$ cat src/rtl/lsr_pkg.sv
package lsr_pkg;
  // Byte offsets of the two registers inside the domain
  localparam int unsigned REQ_OFS  = 0;
  localparam int unsigned STAT_OFS = 4;
  localparam int unsigned BUS_W    = 32;
endpackage

$ cat src/rtl/lsr_regs.sv
module lsr_regs
  import lsr_pkg::*;
#(
  parameter int unsigned N_LINES    = 32,
  parameter int unsigned ADDR_W     = 4,
  parameter logic [N_LINES-1:0] VALID_MASK = '1
) (
  input  logic               clk,
  input  logic               rst_n,
  input  logic               wr_en,
  input  logic               rd_en,
  input  logic [ADDR_W-1:0]  addr,
  input  logic [BUS_W-1:0]   wdata,
  input  logic [N_LINES-1:0] stat_i,
  output logic [N_LINES-1:0] req_o,
  output logic [N_LINES-1:0] chg_o,
  output logic [BUS_W-1:0]   rdata,
  output logic               rd_valid
);
  logic               hit_req, hit_stat;
  logic [N_LINES-1:0] wr_val;
  logic [N_LINES-1:0] req_q;
  logic [BUS_W-1:0]   rd_word;

  assign hit_req  = (addr == ADDR_W'(REQ_OFS));
  assign hit_stat = (addr == ADDR_W'(STAT_OFS));
  assign wr_val   = wdata[N_LINES-1:0] & VALID_MASK;
  // One pulse per bit whose requested level actually changes this edge
  assign chg_o    = (wr_en && hit_req) ? (wr_val ^ req_q) : '0;
  assign req_o    = req_q;

  always_comb begin
    rd_word = '0;
    if (hit_req)       rd_word[N_LINES-1:0] = req_q;
    else if (hit_stat) rd_word[N_LINES-1:0] = stat_i;
  end

  always_ff @(posedge clk or negedge rst_n) begin
    if (!rst_n) begin
      req_q    <= '0;
      rdata    <= '0;
      rd_valid <= 1'b0;
    end else begin
      if (wr_en && hit_req) req_q <= wr_val;
      rd_valid <= rd_en;
      if (rd_en) rdata <= rd_word;
    end
  end
endmodule

$ cat src/rtl/lsr_settle_cell.sv
module lsr_settle_cell #(
  parameter int unsigned SETTLE_CYCLES = 8
) (
  input  logic clk,
  input  logic rst_n,
  input  logic req,
  input  logic chg,
  output logic stat
);
  localparam int unsigned CW = $clog2(SETTLE_CYCLES + 1);
  logic [CW-1:0] cnt;

  always_ff @(posedge clk or negedge rst_n) begin
    if (!rst_n) begin
      cnt  <= '0;
      stat <= 1'b0;
    end else begin
      if (chg)               cnt <= CW'(SETTLE_CYCLES);
      else if (cnt != '0)    cnt <= cnt - CW'(1);
      if (!chg && cnt == CW'(1)) stat <= req;
    end
  end
endmodule

$ cat src/rtl/linebit_reset_domain.sv
module linebit_reset_domain
  import lsr_pkg::*;
#(
  parameter int unsigned N_LINES       = 32,
  parameter int unsigned ADDR_W        = 4,
  parameter int unsigned SETTLE_CYCLES = 8,
  parameter logic [N_LINES-1:0] VALID_MASK = 32'h0FFF_FFF8
) (
  input  logic               clk,
  input  logic               rst_n,
  input  logic               wr_en,
  input  logic               rd_en,
  input  logic [ADDR_W-1:0]  addr,
  input  logic [31:0]        wdata,
  output logic [31:0]        rdata,
  output logic               rd_valid,
  output logic [N_LINES-1:0] line_rst_n
);
  logic [N_LINES-1:0] req_vec, chg_vec, stat_vec;

  lsr_regs #(
    .N_LINES(N_LINES), .ADDR_W(ADDR_W), .VALID_MASK(VALID_MASK)
  ) u_regs (
    .clk(clk), .rst_n(rst_n), .wr_en(wr_en), .rd_en(rd_en), .addr(addr),
    .wdata(wdata), .stat_i(stat_vec), .req_o(req_vec), .chg_o(chg_vec),
    .rdata(rdata), .rd_valid(rd_valid)
  );

  for (genvar i = 0; i < N_LINES; i++) begin : g_line
    if (VALID_MASK[i]) begin : g_impl
      lsr_settle_cell #(.SETTLE_CYCLES(SETTLE_CYCLES)) u_cell (
        .clk(clk), .rst_n(rst_n), .req(req_vec[i]), .chg(chg_vec[i]),
        .stat(stat_vec[i])
      );
    end else begin : g_absent
      assign stat_vec[i] = 1'b0;
    end
  end

  assign line_rst_n = req_vec;
endmodule

$ cat config.mk
export PLATFORM = sky130hd
export DESIGN_NAME = linebit_reset_domain
export DESIGN_NICKNAME = d
export VERILOG_FILES = /design/src/rtl/lsr_pkg.sv /design/src/rtl/lsr_regs.sv /design/src/rtl/lsr_settle_cell.sv /design/src/rtl/linebit_reset_domain.sv
export SDC_FILE = /design/constraint.sdc
export NUM_CORES = 1
export LEC_CHECK = 0
export ABC_CLOCK_PERIOD_IN_PS = 4500
export BUFFER_PORTS_ARGS = -buffer_cell sky130_fd_sc_hd__clkbuf_2
export CAP_MARGIN = 20
export CORE_UTILIZATION = 44
export CTS_BUF_LIST = sky130_fd_sc_hd__clkbuf_2 sky130_fd_sc_hd__clkbuf_4 sky130_fd_sc_hd__clkbuf_8
export DETAILED_ROUTE_END_ITERATION = 6
export PLACE_DENSITY = 0.71
export SYNTH_ARGS = -nofsm -noshare
export SYNTH_HDL_FRONTEND = slang
export SYNTH_SLANG_ARGS = --single-unit
$ cat constraint.sdc
create_clock -name clk -period 4.5 [get_ports clk]
set_clock_uncertainty 0.2 [all_clocks]
set_input_delay 0.225 -clock clk [delete_from_list [all_inputs] [get_ports clk]]
set_output_delay 0.225 -clock clk [all_outputs]
set_load 0.05 [all_outputs]
; ---- Word level (Yosys, flattened, before mapping)
; Index checks and enable logic that the tools add are counted.
; W data, S select, Z words.
[word_totals]
word_cells = 260
output_inout_bits = 65
register_bits = 183
[classes]
n_reduce_logical = 102
eq_ne = 26
add_sub_neg = 25
n_bitwise = 1
mux = 53
[ops]
columns = op, n
row1 = $mux W4, 50
row2 = $eq A4 B1 Y1 const B, 25
row3 = $reduce_bool A4 Y1, 25
row4 = $sub A4 B1 Y4 const B, 25
row5 = $mux W28, 3
row6 = $reduce_bool A2 Y1, 25
row7 = $xor A28 B28 Y28, 1
row8 = $logic_and A1 B1 Y1, 26
row9 = $logic_not A1 Y1, 25
row10 = $eq A4 B3 Y1 const B, 1
row11 = $logic_not A4 Y1, 1

; ---- Depth between registers and ports, before layout
[depth]
word_depth = 5
ltp_mapped = 6

; ---- By module
; From an unflattened synthesis, not the netlist that was laid out.
[hier_totals]
cells_unflattened = 877
area_unflattened_um2 = 9859.5
[by_module_without_submodules]
columns = mod, n_inst, area_per_inst_um2, seq_area_each_um2, cells_per_inst
row1 = lsr_settle_cell, 25, 275.3, 125.1, 24
row2 = lsr_regs, 1, 2974.1, 1451.4, 276
row3 = linebit_reset_domain, 1, 3.8, 0.0, 1

; ---- Worst setup path after synthesis
; OpenSTA, ideal clock, no wires.
[synth_path]
path_type = reg-to-reg
from = register g_line[26].g_impl.u_cell.cnt[1]
to = register g_line[26].g_impl.u_cell.stat
synth_period_minus_slack_ns = 1.693
path_slack_ns = 2.807
stages_incl_launch_ff = 6
arrival_time_ns = 1.362
cell_sequence = dfrtp_1 > inv_1 > ha_1 > or4b_2 > o31ai_1 > a211oi_1
[synth_between]
elab_chain_len = 2
[synth_lines]
columns = element, line_no
row1 = start: declaration, lsr_settle_cell.sv:11  ; logic [CW-1:0] cnt;
row2 = start signal: assignment, lsr_settle_cell.sv:18  ; if (chg) cnt <= CW'(SETTLE_CYCLES);
row3 = start signal: assignment, lsr_settle_cell.sv:19  ; else if (cnt != '0) cnt <= cnt - CW'(1);
row4 = $eq A4 B1 Y1, lsr_settle_cell.sv:20  ; if (!chg && cnt == CW'(1)) stat <= req;
row5 = $logic_and A1 B1 Y1, lsr_settle_cell.sv:20
row6 = end signal: assignment, lsr_settle_cell.sv:20
row7 = end: declaration, lsr_settle_cell.sv:8  ; output logic stat
; No other way between the ends.
; A chain may end at the register's enable or synchronous reset.

; ---- Worst setup path in the final report
[layout_path]
from = input addr[3]
to = register g_line[8].g_impl.u_cell.cnt[1]
[layout_between]
elab_chain_len = 4
[layout_lines]
columns = element, line_no
row1 = start: declaration, linebit_reset_domain.sv:13  ; input logic [ADDR_W-1:0] addr,
row2 = $logic_not A4 Y1 *, lsr_regs.sv:25  ; assign hit_req = (addr == ADDR_W'(REQ_OFS));
row3 = $logic_and A1 B1 Y1 *, lsr_regs.sv:29  ; assign chg_o = (wr_en && hit_req) ? (wr_val ^ req_q) : '0;
row4 = $mux W28 *, lsr_regs.sv:29
row5 = $mux W4 or $reduce_bool A2 Y1 (tied branches), --
row6 = end signal: assignment, lsr_settle_cell.sv:18
row7 = end signal: assignment, lsr_settle_cell.sv:19
row8 = end: declaration, lsr_settle_cell.sv:11
; Every way passes the cells marked *; elsewhere a longest branch is shown, timed or not.

==> results.toml <==
[clocking]
htreeDepth = 4
insertion_delay_ns = 0.49
numCtsBuffers = 17
cts.clk_slew.worst_paths_ns = 0.10
ctsRootBufferMaster = "clkbuf_8"
clock_path_buffers = 2
cts_sinks = 176
cts_resized = 0
cts_tree = "done"
cts_setup_buffers = 0

[finish]
fin_cells = 1380
num_antenna_cells = 0
fillers = 2064
drive_gt1_frac = 0.172
fin_nets = 1198
final_util = 0.502
syn2layout_area_growth_pct = 11.3

[timing]
finalHoldViolCount = 0
fin_setup_tns_ns = 0
period_minus_slack_ns = 2.50
setup_viol = 0
hold_ws_ns = 0.0312
rsz0062_at_grt = "no"
period_share = 0.556
relSlewSlack = 0.405
drv_slew = 0
setup_slack_ns = 2.00
tightest_slew_ns = 0.893
max_freq_mhz = 400

[placement]
io_buffers = 83
gp_congestion = 0.775
hpwl_um = 13600
dp_slack_ns = 2.00
dp.cells = 1317

[routing]
drc = 0
avgRoutedWirePerCell_um = 15.3
vias = 7489
ant_nets = 0
drtIter0Drc = 420
wl_um = 21100
via_per_inst = 5.43
drtPass1Iterations = 4

[floorplan]
boundaryPins = 105
dieArea_um2 = 23900
rows = 55
initial_utilization = 0.451
fp.dieH_um = 155
die_w_um = 155
core_area_um2 = 22700

[grt]
antenna_found_initial = 0
grt_pass1_wl_um = 35600
grt-ovfl-total = 0
grt_max_degree = 98
grt_pass1_vias = 7358
grt_usage = 0.184

[setup_path]
cp.arrival_ns = 2.65
start_kind = "input port"
crit_fanout = 32
cp-end-kind = "register"
crit_required_ns = 4.65
critical_path_class = "in2reg"

[logic_synthesis]
synth_adder_area_share = 0.0916
yosysWarnings = 0
syn_area_um2 = 10200
async_flop_share = 1.00
netlist_instances = 1006
muxShareOfSynthArea = 0.0567
ys_seq_area_frac = 0.430
ys_types = 36
ys.flop_type = "dfrtp_1"
synth_compound_area_frac = 0.134
synth-xor-area-share = 0.0641
synth_area_per_cell_um2 = 10.2
synth-edff-count = 0
ys_ff_latch = 176
synthSimpleGateAreaFrac = 0.137
synth_top_family_by_area = "simple AND/OR/NAND/NOR gates"

[power_and_ir_drop]
leakagePower_nw = 5.25
vdd_drop_max_mv = 0.258
p_per_area_nw_per_um2 = 614

[flow_run]
maxCapViolCount = 0

[worst_hold_path]
hold_path.class = "in2reg"

[run_status]
outcome = "complete, no violations"
-- metrics by stage --
stage / cell area, µm² / power (mW)
2_1_floorplan: 10300 / 5.30
3_3_place_gp: 10700 / 5.74
3_5_place_dp: 10700 / 5.88
4_1_cts: 11400 / 7.06
5_1_grt: 11400 / 7.59
6_report: 11400 / 7.00
-- worst max-delay path: stages --
cell,delay (ns)
dlygate4sd3_1,0.54
clkbuf_2,0.14
or3_1,0.53
nor2_4,0.73
buf_4,0.35
a221oi_1,0.11
-- area by class of cell --
class                   instances  area [µm²]  share of cell area
flip-flops and latches        176        4400               0.386
clock buffers                  19         262              0.0229
repair buffers                125         860              0.0754
inverters                     100         375              0.0329
well taps                     285         357              0.0313
multi-input cells             663        5010               0.439
clock inverters                12         135              0.0119
-- cell usage in the layout, fill, tap and decap left out, drive strengths merged, types with 12 or more instances in the layout --
master,instances
a2bb2oi,22
nor2,51
or3,26
nand2,17
mux2i,22
buf,12
ha,75
a221o,25
a32oi,22
dlygate4sd3,31
nor3,26
inv,102
a221oi,25
xnor2,25
mux2,32
nor3b,22
a21oi,44
clkbuf,101
or3b,25
nand3,71
o21ai,46
conb,14
xor2,50
dfrtp,176
-- timing repair --
| action | in CTS | in global routing |
|---|---|---|
| hold endpoints to repair | 191 | 0 |
| endpoints found under the setup margin | 0 | 0 |
| hold buffers | 31 | 0 |
-- path summary, 6_finish.rpt --
check / cells past startpoint / from / to / slack [ns]
max: 6 / addr[3] / g_line[8].g_impl.u_cell.cnt[1] / 2.00
min: 3 / wr_en / g_line[23].g_impl.u_cell.stat / 0.03
max reg2reg: 4 / g_line[11].g_impl.u_cell.cnt[0] / g_line[11].g_impl.u_cell.cnt[1] / 2.69
min reg2reg: 2 / u_regs.rdata[15] / u_regs.rdata[15] / 0.33
max in group asynchronous: 3 / rst_n / u_regs.req_o[22] / 2.80
min in group asynchronous: 2 / rst_n / g_line[7].g_impl.u_cell.cnt[1] / 0.19
-- Yosys cell counts, drive strengths merged (25+ instances only) --
cell type,number,share of area
dfrtp,176,0.43
inv,100,0.037
ha,75,0.092
nand3,71,0.035
buf,64,0.044
nor2,51,0.019
xor2,50,0.043
o21ai,46,0.022
a21oi,44,0.022
mux2,32,0.035
nor3,26,0.013
or3,26,0.016
a221o,25,0.024
a221oi,25,0.021
or3b,25,0.021
xnor2,25,0.021
-- sequential cells by signal, indices dropped and copies added, names as in the netlist --
register and cells:
g_line.g_impl.u_cell.cnt 100, g_line.g_impl.u_cell.stat 25, u_regs.rdata 25, u_regs.req_o 25, u_regs.rd_valid 1
-- routing by layer --
| metal | part of all wire | GRT usage | vias to the layer above |
|---|---|---|---|
| met2 | 0.48 | 0.307 | 123 |
| met3 | 0.032 | 0.0395 | 17 |
| met4 | 0.010 | 0.0514 | 0 |
| met5 | 0 | 0 | - |
| li1 | - | - | 3659 |
| met1 | 0.48 | 0.241 | 3690 |
-- cell families (layout without fill, tap and decap cells) --
group / count (synthesis) / count (layout)
simple gates: 252 / 252
buf+inv: 180 / 256
mux: 54 / 54
flops: 176 / 176
compound gates: 193 / 193
fa+ha+maj: 75 / 75
xor+xnor: 75 / 75
other cells: 1 / 14
-- report_power, final --
group	internal, mW	total (mW)	leakage, nW	switching, mW
sequential	2.26	2.92	2.16	0.662
combinational	1.41	2.96	2.91	1.55
clock	0.522	1.13	0.191	0.609
total	4.18	7.00	5.25	2.82
Power figures use the tool's default switching activity.
